`config.mk`:
```
export PLATFORM = sky130hd
export DESIGN_NAME = rdp_read_out
export DESIGN_NICKNAME = d
export VERILOG_FILES = /design/src/rtl/rdp_pkg.sv /design/src/rtl/rdp_burst_seq.sv /design/src/rtl/rdp_lat_pipe.sv /design/src/rtl/rdp_mask_delay.sv /design/src/rtl/rdp_read_out.sv
export SDC_FILE = /design/constraint.sdc
export NUM_CORES = 1
export LEC_CHECK = 0
export BUFFER_PORTS_ARGS = -buffer_cell sky130_fd_sc_hd__buf_2
export CAP_MARGIN = 20
export CORE_AREA = 2 2 71 73
export CTS_CLUSTER_DIAMETER = 80
export DETAILED_ROUTE_END_ITERATION = 8
export DIE_AREA = 0 0 73 75
export PLACE_DENSITY_LB_ADDON = 0.05
export SYNTH_ARGS = -nofsm -noshare
export SYNTH_HDL_FRONTEND = slang
export SYNTH_SLANG_ARGS = --single-unit
```
`constraint.sdc`:
```
create_clock -name clk -period 1.95 [get_ports clk]
set_input_delay 0.2925 -clock clk [delete_from_list [all_inputs] [get_ports clk]]
set_output_delay 0.2925 -clock clk [all_outputs]
set_load 0.01 [all_outputs]
```
`src/rtl/rdp_pkg.sv`:
```
package rdp_pkg;

    localparam int COL_W    = 8;
    localparam int BANK_W   = 1;
    localparam int DATA_W   = 16;
    localparam int LANES    = 2;
    localparam int MAX_CL   = 3;
    localparam int MASK_LAT = 2;
    localparam int BLEN_W   = 4;
    localparam int OFFS_W   = BLEN_W - 1;

    localparam logic [DATA_W-1:0] WORD_SEED = 16'h5A00;

    typedef enum logic [1:0] {
        CMD_NOP   = 2'd0,
        CMD_READ  = 2'd1,
        CMD_WRITE = 2'd2,
        CMD_PRE   = 2'd3
    } cmd_e;

    typedef enum logic {
        ST_IDLE = 1'b0,
        ST_RUN  = 1'b1
    } seq_st_e;

    typedef struct packed {
        logic              vld;
        logic [BANK_W-1:0] bank;
        logic [COL_W-1:0]  col;
    } slot_t;

    // Word stored at a bank/column location (fixed array contents)
    function automatic logic [DATA_W-1:0] word_of(logic [BANK_W-1:0] b,
                                                  logic [COL_W-1:0]  c);
        logic [DATA_W-1:0] bw;
        bw = DATA_W'(b) << COL_W;
        return WORD_SEED ^ bw ^ DATA_W'(c);
    endfunction

    // Burst length from its 2-bit code: 1, 2, 4 or 8
    function automatic logic [BLEN_W-1:0] blen_of(logic [1:0] code);
        return BLEN_W'(1) << code;
    endfunction

    // Latency from its code; code 0 is read as the longest setting
    function automatic logic [1:0] lat_of(logic [1:0] code);
        return (code == 2'd0) ? 2'(MAX_CL) : code;
    endfunction

    // Sequential column inside the aligned block of the burst length
    function automatic logic [COL_W-1:0] wrap_col(logic [COL_W-1:0]  start,
                                                  logic [OFFS_W-1:0] offs,
                                                  logic [BLEN_W-1:0] blen);
        logic [COL_W-1:0] m;
        m = COL_W'(blen - BLEN_W'(1));
        return (start & ~m) | ((start + COL_W'(offs)) & m);
    endfunction

endpackage

```
`src/rtl/rdp_burst_seq.sv`:
```
module rdp_burst_seq
    import rdp_pkg::*;
(
    input  logic              clk,
    input  logic              rst_n,
    input  logic [1:0]        cmd,
    input  logic [BANK_W-1:0] bank,
    input  logic [COL_W-1:0]  col,
    input  logic              pre_all,
    input  logic [1:0]        burst_sel,
    output slot_t             issue,
    output logic              flush
);

    seq_st_e           state, state_n;
    logic [BANK_W-1:0] cur_bank;
    logic [COL_W-1:0]  start_col;
    logic [BLEN_W-1:0] cur_len;
    logic [OFFS_W-1:0] offs;
    logic [BLEN_W-1:0] left;

    cmd_e              c;
    logic              pre_hit;
    logic              load;
    logic              step;
    logic [BLEN_W-1:0] new_len;

    assign c       = cmd_e'(cmd);
    assign new_len = blen_of(burst_sel);
    assign pre_hit = (c == CMD_PRE) && (pre_all || (bank == cur_bank));

    // State register
    always_ff @(posedge clk) begin
        if (!rst_n) begin
            state <= ST_IDLE;
        end else begin
            state <= state_n;
        end
    end

    // Burst bookkeeping: start, length, position
    always_ff @(posedge clk) begin
        if (!rst_n) begin
            cur_bank  <= '0;
            start_col <= '0;
            cur_len   <= BLEN_W'(1);
            offs      <= '0;
            left      <= '0;
        end else if (load) begin
            cur_bank  <= bank;
            start_col <= col;
            cur_len   <= new_len;
            offs      <= OFFS_W'(1);
            left      <= new_len - BLEN_W'(1);
        end else if (step) begin
            offs      <= offs + OFFS_W'(1);
            left      <= left - BLEN_W'(1);
        end
    end

    // Next state and issued slot
    always_comb begin
        state_n = state;
        issue   = '0;
        load    = 1'b0;
        step    = 1'b0;
        flush   = (c == CMD_WRITE);
        unique case (state)
            ST_IDLE: begin
                if (c == CMD_READ) begin
                    load = 1'b1;
                end
            end
            ST_RUN: begin
                if (c == CMD_READ) begin
                    load = 1'b1;
                end else if ((c == CMD_WRITE) || pre_hit) begin
                    state_n = ST_IDLE;
                end else begin
                    step       = 1'b1;
                    issue.vld  = 1'b1;
                    issue.bank = cur_bank;
                    issue.col  = wrap_col(start_col, offs, cur_len);
                    if (left == BLEN_W'(1)) begin
                        state_n = ST_IDLE;
                    end
                end
            end
            default: state_n = ST_IDLE;
        endcase
        if (load) begin
            issue.vld  = 1'b1;
            issue.bank = bank;
            issue.col  = col;
            state_n    = (new_len > BLEN_W'(1)) ? ST_RUN : ST_IDLE;
        end
    end

endmodule

```
`src/rtl/rdp_lat_pipe.sv`:
```
module rdp_lat_pipe
    import rdp_pkg::*;
#(
    parameter int DEPTH = MAX_CL
) (
    input  logic       clk,
    input  logic       rst_n,
    input  slot_t      slot_in,
    input  logic       flush,
    input  logic [1:0] lat,
    output slot_t      slot_out
);

    slot_t stg [DEPTH];

    for (genvar i = 0; i < DEPTH; i++) begin : g_stage
        if (i == 0) begin : g_head
            always_ff @(posedge clk) begin
                if (!rst_n || flush) begin
                    stg[0] <= '0;
                end else begin
                    stg[0] <= slot_in;
                end
            end
        end else begin : g_tail
            always_ff @(posedge clk) begin
                if (!rst_n || flush) begin
                    stg[i] <= '0;
                end else begin
                    stg[i] <= stg[i-1];
                end
            end
        end
    end

    // Stage L-1 holds the word issued L cycles after its command
    always_comb begin
        slot_out = '0;
        for (int k = 0; k < DEPTH; k++) begin
            if (int'(lat) == k + 1) begin
                slot_out = stg[k];
            end
        end
    end

endmodule

```
`src/rtl/rdp_mask_delay.sv`:
```
module rdp_mask_delay
    import rdp_pkg::*;
#(
    parameter int NLANE = LANES,
    parameter int LAT   = MASK_LAT
) (
    input  logic             clk,
    input  logic             rst_n,
    input  logic [NLANE-1:0] mask_in,
    output logic [NLANE-1:0] mask_due
);

    for (genvar l = 0; l < NLANE; l++) begin : g_lane
        logic [LAT-1:0] sh;
        always_ff @(posedge clk) begin
            if (!rst_n) begin
                sh <= '0;
            end else begin
                sh <= LAT'({sh, mask_in[l]});
            end
        end
        assign mask_due[l] = sh[LAT-1];
    end

endmodule

```
`src/rtl/rdp_read_out.sv`:
```
module rdp_read_out
    import rdp_pkg::*;
(
    input  logic              clk,
    input  logic              rst_n,
    input  logic [1:0]        cmd,
    input  logic [BANK_W-1:0] bank,
    input  logic [COL_W-1:0]  col,
    input  logic              pre_all,
    input  logic [1:0]        burst_sel,
    input  logic [1:0]        cas_lat,
    input  logic              mask_lo,
    input  logic              mask_hi,
    output logic [DATA_W-1:0] data_out,
    output logic              oe_lo,
    output logic              oe_hi
);

    slot_t            issue;
    slot_t            due_slot;
    logic             flush;
    logic [1:0]       lat;
    logic [LANES-1:0] mask_due;
    logic             word_due;

    assign lat = lat_of(cas_lat);

    rdp_burst_seq u_seq (
        .clk       (clk),
        .rst_n     (rst_n),
        .cmd       (cmd),
        .bank      (bank),
        .col       (col),
        .pre_all   (pre_all),
        .burst_sel (burst_sel),
        .issue     (issue),
        .flush     (flush)
    );

    rdp_lat_pipe #(.DEPTH(MAX_CL)) u_pipe (
        .clk      (clk),
        .rst_n    (rst_n),
        .slot_in  (issue),
        .flush    (flush),
        .lat      (lat),
        .slot_out (due_slot)
    );

    rdp_mask_delay #(.NLANE(LANES), .LAT(MASK_LAT)) u_mask (
        .clk      (clk),
        .rst_n    (rst_n),
        .mask_in  ({mask_hi, mask_lo}),
        .mask_due (mask_due)
    );

    assign word_due = due_slot.vld;
    assign data_out = word_due ? word_of(due_slot.bank, due_slot.col) : '0;
    assign oe_lo    = word_due && !mask_due[0];
    assign oe_hi    = word_due && !mask_due[1];

endmodule

```
==> flow_metrics.env, run 1 <==
export IMPL_die_area_um2=5480
export IMPL_yosys_warnings=0
export IMPL_ys_types=38
export IMPL_synth_cells=306
export IMPL_wl_um=4320
export IMPL_cts_htree_levels=2
export IMPL_fin_cells=392
export IMPL_skew_ns=0.00293
export IMPL_setup_viol=0
export IMPL_grt_max_degree=24
export IMPL_fin_ws_ns=0.172
export IMPL_worstReg2RegEnd="u_pipe.stg[0][6]"
export IMPL_yosys_area_top_type="dfxtp_1"
export IMPL_finalMaxSlewViolations=0
export IMPL_dr_total_vias=1938
export IMPL_p_leak_nw=1.20
export IMPL_cp_required_ns=2.19
export IMPL_dp_cells=384
export IMPL_crit_arrival_ns=2.02
export IMPL_path_max_fanout=3
export IMPL_hold_depth=2
export IMPL_drive_above_1_share=0.169
export IMPL_synth_seq_cells=55
export IMPL_drc=0
export IMPL_status="complete, no violations"
export IMPL_synth_top_area_frac=0.434
export IMPL_ff2ff_path_depth=8
export IMPL_slowest_delay_ns=0.39
export IMPL_grt_overflow=0
export IMPL_gp_congestion=0.792
export IMPL_post_drt_wl_per_cell_um=11.0
export IMPL_r2r_slack_ns=0.17
export IMPL_cts_tree="yes"
export IMPL_cp_slowest_cell="dfxtp_1"
export IMPL_cts_hold_buf=0
export IMPL_fmax_mhz=562
export IMPL_r2r_start="u_seq.offs[0]"
export IMPL_n_antenna_cell=0
export IMPL_vias_per_cell=4.94
export IMPL_worstPathCellList="ha_1 > inv_1 > fa_1 > nor2b_1 > o2111ai_1 > xnor2_1 > nand2_1 > a21oi_1"
export IMPL_first_pass_iters=4
export IMPL_p_total_mw=2.01
export IMPL_worstSetupPathType="flop to flop"
export IMPL_post_route_min_period_ns=1.78
export IMPL_synthFlopType="dfxtp_1"
export IMPL_io_pins=38
export IMPL_rsz0062_at_grt="no"
export IMPL_grtUsageTotal=0.169
export IMPL_ys_top_cells_by_area="dfxtp_1, and2_1, nand2_1"
export IMPL_grt_antenna_before_repair=0
export IMPL_clock_latency_ns=0.30
export IMPL_dp_final_hpwl_um=3200
export IMPL_synth_commonest_cells="dfxtp_1, nand2_1, and2_1"
export IMPL_postSynthAreaPerCell_um2=8.29
export IMPL_dieWidth_um=73
export IMPL_cts_root_buf="clkbuf_8"
export IMPL_synth_area_um2=2540
export IMPL_num_rows=25
export IMPL_power_per_cell_area_nw_per_um2=707
export IMPL_hold_violations=0
export IMPL_die_y_um=75
export IMPL_synth_edf_count=0
export IMPL_num_fill_cells=434
export IMPL_cts_buffers=5
export IMPL_path_clk_slew_ns=0.09
export IMPL_initial_utilization=0.544
export IMPL_hp_start="mask_lo"
export IMPL_post_cts_resized=0
export IMPL_cts_setup_buffers=0
export IMPL_grt_pass1_wl_um=7240
export IMPL_asyncSetResetFlopFracSynth=0
export IMPL_seq_area_frac_synth=0.434
export IMPL_critPathLaunchType="flop"
export IMPL_port_buffers=34
export IMPL_grt_pass1_vias=1628
export IMPL_drtIter0Drc=46
export IMPL_synthToLayoutAreaGrowth_pct=12.1
export IMPL_tightest_slew_ns=0.571
export IMPL_min_delay_worst_endpoint="u_mask.g_lane[0].sh[0]"
export IMPL_core_area_um2=4660
export IMPL_ir_worst_vdd_mv=0.350
export IMPL_worstSetupEndpointType="flop"
export IMPL_finalCritPeriodShare=0.912
export IMPL_maxCapViolations=0
export IMPL_clockBufferDepth=2
export IMPL_clock_sinks=55
export IMPL_finalNetCount=367
export IMPL_finalSetupTns_ns=0
export IMPL_place_ws_ns=0.0965
export IMPL_slew_headroom=0.619
export IMPL_detail_route_antenna_nets=0
export IMPL_hold_path_class="input port to flop"
-- worst max-delay path, delay by kind of cell, from the launching register on --
kind,cells,cell delay [ns]
adder cells (fa/ha/maj),2,0.59
AO/OA/AOI/OAI,2,0.28
buffers and inverters,1,0.06
AND/OR/NAND/NOR,2,0.23
flip-flops,1,0.39
XOR/XNOR,1,0.16
-- state kept, by name (all words and copies together), names as in the netlist --
name and flops:
u_mask.g_lane.sh 4, u_seq.left 4, u_seq.cur_len 4, u_seq.state 1
u_pipe.stg 30, u_seq.start_col 8, u_seq.offs 3, u_seq.cur_bank 1
-- power breakdown --
part | switching, mW | leakage (nW) | internal (mW) | total, mW
logic | 0.112 | 0.703 | 0.0824 | 0.194
clock network | 0.346 | 0.0484 | 0.291 | 0.637
registers | 0.0240 | 0.447 | 1.16 | 1.18
-- kinds of logic (layout without fill, tap and decap cells) --
kind of cell,Yosys count,in the layout,share of synthesized area
other cells,1,3,0.00148
mux,1,1,0.00444
compound gates,69,69,0.166
buf+inv,33,63,0.0592
fa+ha+maj,10,10,0.0523
flops,55,55,0.434
xor+xnor,11,11,0.0380
simple gates,126,126,0.245
-- cell usage in the layout (no fill, tap or decap), types with 2 or more instances in the layout --
cell type / Yosys / final
nand3b_1: 2 / 2
a21o_1: 3 / 3
nand4_1: 2 / 2
xnor2_1: 5 / 5
o21ai_0: 18 / 17
and2_1: 34 / 34
o21ai_1: 1 / 2
nand3_1: 5 / 5
inv_1: 11 / 11
buf_2: 3 / 34
nor3_1: 3 / 3
conb_1: 1 / 3
xor2_1: 6 / 6
nand2_1: 55 / 55
dfxtp_1: 55 / 55
ha_1: 9 / 9
a21oi_1: 25 / 25
o21a_1: 2 / 2
clkbuf_8: 0 / 6
nor2b_1: 4 / 4
a21boi_0: 14 / 14
buf_4: 6 / 10
nor2_1: 14 / 14
-- worst max-delay path by stage --
stage | startpoint | endpoint | slack [ns] | depth (start not counted)
global route | u_seq.offs[0] | u_pipe.stg[0][6] | 0.03 | 8
detailed placement | cas_lat[0] | data_out[1] | 0.1 | 9
CTS | cas_lat[0] | data_out[1] | 0.09 | 9
floorplan | cas_lat[0] | data_out[0] | 0.06 | 7
finish | u_seq.offs[0] | u_pipe.stg[0][6] | 0.17 | 8
global placement | cas_lat[0] | data_out[7] | 0.14 | 9
-- through the flow --
step	util	hold WS (ns)	cell area, µm²
final	0.610	0.189	2840
after global routing	0.610	0.178	2840
after CTS	0.610	0.183	2840
after detailed placement	0.590	0.423	2750
after global placement	0.590	0.416	2750
after floorplan	-	0.412	2540
-- metal layers --
layer	up-vias	global-route usage	wire, µm
met5	-	0	0
met4	0	0.0556	57
met3	6	0.0402	144
met2	34	0.289	2010
met1	834	0.211	2110
li1	1064	-	-
-- layout make-up --
class                           count  area (µm²)  area share
Clock inverter                      1        8.76     0.00308
Tap cell                           54        67.6      0.0238
Timing Repair Buffer               44         245      0.0862
Inverter                           11        41.3      0.0145
Clock buffer                        7        86.3      0.0304
Sequential cell                    55        1100       0.387
Multi-Input combinational cell    220        1290       0.455
Power figures use the tool's default switching activity.
==> run 2: changes to the inputs <==
--- a/config.mk
+++ b/config.mk
@@ -5,12 +5,13 @@
 export SDC_FILE = /design/constraint.sdc
 export NUM_CORES = 1
 export LEC_CHECK = 0
+export ABC_AREA = 1
 export BUFFER_PORTS_ARGS = -buffer_cell sky130_fd_sc_hd__buf_2
 export CAP_MARGIN = 20
-export CORE_AREA = 2 2 71 73
+export CORE_AREA = 2 2 72 74
 export CTS_CLUSTER_DIAMETER = 80
 export DETAILED_ROUTE_END_ITERATION = 8
-export DIE_AREA = 0 0 73 75
+export DIE_AREA = 0 0 74 76
 export PLACE_DENSITY_LB_ADDON = 0.05
 export SYNTH_ARGS = -nofsm -noshare
 export SYNTH_HDL_FRONTEND = slang
==> flow_metrics.env, run 2 <==
export IMPL_status="complete, no violations"
export IMPL_clock_latency_ns=0.30
export IMPL_post_drt_wl_per_cell_um=11.1
export IMPL_slew_headroom=0.635
export IMPL_grtUsageTotal=0.192
export IMPL_dieWidth_um=74
export IMPL_synth_seq_cells=55
export IMPL_synthSimpleGateAreaFrac=0.223
export IMPL_n_antenna_cell=0
export IMPL_final_cell_mix="inv_1, nand2_1, dfxtp_1, nor2_1, buf_2"
export IMPL_path_max_fanout=18
export IMPL_die_y_um=76
export IMPL_grt_antenna_before_repair=0
export IMPL_vias_per_cell=4.73
export IMPL_post_route_min_period_ns=1.75
export IMPL_largest_reg_flops=30
export IMPL_synth_xor_xnor_area_share=0.00672
export IMPL_synth_area_um2=2610
export IMPL_grt_max_degree=31
export IMPL_clockBufferDepth=2
export IMPL_dr_total_vias=2163
export IMPL_first_pass_iters=4
export IMPL_path_clk_slew_ns=0.09
export IMPL_p_leak_nw=1.29
export IMPL_ir_worst_vdd_mv=0.429
export IMPL_synth_commonest_cells="inv_1, nand2_1, dfxtp_1"
export IMPL_r2r_slack_ns=0.24
export IMPL_maxCapViolations=0
export IMPL_initial_utilization=0.531
export IMPL_wl_um=5060
export IMPL_cts_root_buf="clkbuf_8"
export IMPL_grt_overflow=0
export IMPL_hold_path_class="input port to flop"
export IMPL_hold_violations=0
export IMPL_finalMaxSlewViolations=0
export IMPL_die_area_um2=5620
export IMPL_critPathLaunchType="input port"
export IMPL_cp_required_ns=1.66
export IMPL_skew_ns=0.00571
export IMPL_gp_congestion=0.809
export IMPL_tightest_slew_ns=0.547
export IMPL_fin_cells=457
export IMPL_synth_cells=356
export IMPL_fmax_mhz=573
export IMPL_synth_top_area_frac=0.422
export IMPL_synthFlopType="dfxtp_1"
export IMPL_clock_sinks=55
export IMPL_reg_largest_list="u_pipe.stg: 30 flops, u_seq.start_col: 8 flops"
export IMPL_postSynthAreaPerCell_um2=7.32
export IMPL_rsz0062_at_grt="no"
export IMPL_dp_cells=450
export IMPL_synth_compound_area_share=0.145
export IMPL_synthMuxAreaShare=0
export IMPL_cts_tree="yes"
export IMPL_num_fill_cells=458
export IMPL_yosys_warnings=0
export IMPL_final_common_cell="inv_1"
export IMPL_finalCritPeriodShare=0.895
export IMPL_yosys_area_top_type="dfxtp_1"
export IMPL_finalSetupTns_ns=0
export IMPL_detail_route_antenna_nets=0
export IMPL_grt_pass1_wl_um=8570
export IMPL_worstSetupEndpointType="output port"
export IMPL_crit_arrival_ns=1.45
export IMPL_finalNetCount=417
export IMPL_num_rows=26
export IMPL_power_per_cell_area_nw_per_um2=757
export IMPL_dp_final_hpwl_um=3810
export IMPL_drive_above_1_share=0.163
export IMPL_setup_viol=0
export IMPL_port_buffers=34
export IMPL_seq_area_frac_synth=0.422
export IMPL_synth_edf_count=0
export IMPL_synth_adder_area_share=0.0509
export IMPL_synthToLayoutAreaGrowth_pct=11.8
export IMPL_ys_types=31
export IMPL_worstSetupPathType="input port to output port"
export IMPL_cts_htree_levels=2
export IMPL_ys_top_cells_by_area="dfxtp_1, inv_1, nand2_1"
export IMPL_synth_most_common_cell="inv_1"
export IMPL_drc=0
export IMPL_largest_register="u_pipe.stg"
export IMPL_drtIter0Drc=116
export IMPL_io_pins=38
export IMPL_synth_top_family_by_area="simple AND/OR/NAND/NOR gates"
export IMPL_core_area_um2=4910
export IMPL_grt_pass1_vias=1926
export IMPL_asyncSetResetFlopFracSynth=0
export IMPL_cts_buffers=5
-- run 2: cell count changes after synthesis, moves of 4 or more --
cell	before	now
buf_2	3	9
nor2_1	14	41
a221oi_1	0	6
o22ai_1	0	8
nand3_1	5	19
inv_1	11	68
and2_1	34	0
clkbuf_1	13	0
nor2b_1	4	0
a21boi_0	14	0
xnor2_1	5	0
xor2_1	6	2
-- run 2: final cells by class --
class	instances	area [µm²]	share of cell area
Timing Repair Buffer	41	223	0.0764
Tap cell	70	87.6	0.0301
Sequential cell	55	1100	0.378
Clock buffer	5	68.8	0.0236
Clock inverter	2	37.5	0.0129
Inverter	72	273	0.0936
Multi-Input combinational cell	212	1120	0.385
-- run 2: kinds of logic after synthesis --
group,Yosys count
other,1
AO/OA/AOI/OAI,67
flip-flops,55
adder cells (fa/ha/maj),10
AND/OR/NAND/NOR,130
buffers and inverters,91
XOR/XNOR,2
-- run 2: worst paths after layout --
kind / from / endpoint / cells past startpoint
max reg2reg: u_seq.offs[0] / u_pipe.stg[0][6] / 9
max: cas_lat[0] / data_out[1] / 7
min: mask_lo / u_mask.g_lane[0].sh[0] / 3
min reg2reg: u_mask.g_lane[0].sh[0] / u_mask.g_lane[0].sh[1] / 2
-- run 2: through the flow --
stage	hold WS, ns	setup slack (ns)	cell area (µm²)	total power [mW]	util
final	0.167	0.204	2910	2.21	0.593
after detailed placement	0.395	0.0935	2800	1.50	0.571
after global placement	0.394	0.153	2800	1.49	0.571
after floorplan	0.390	0.250	2610	1.42	-
after global routing	0.181	0.0126	2910	2.32	0.593
after CTS	0.160	0.0904	2910	2.23	0.592
-- run 2: report_power, final --
part | switching [mW] | internal, mW | total, mW
Clock | 0.359 | 0.376 | 0.735
Sequential | 0.0233 | 1.16 | 1.18
Combinational | 0.183 | 0.106 | 0.289
Total | 0.566 | 1.64 | 2.21
-- run 2: routing by layer --
metal  track usage  wire length [µm]  up-vias
met5             0                 0        -
met4        0.0600                56        0
met3        0.0278               146        5
met2         0.303              2390       37
met1         0.270              2460      957
li1              -                 -     1164
-- run 2: critical path, cell delays in order --
cell and delay (ns):
buf_2 0.09, inv_1 0.04, ha_1 0.30, buf_4 0.21, a21oi_1 0.06, a221oi_1 0.27, buf_2 0.18
-- run 2: repair_timing --
action,4_1_cts,5_1_grt
gates resized for setup,0,2
buffers inserted,0,0
hold buffers,0,0
hold endpoints to repair,0,0
setup endpoints to repair,0,6
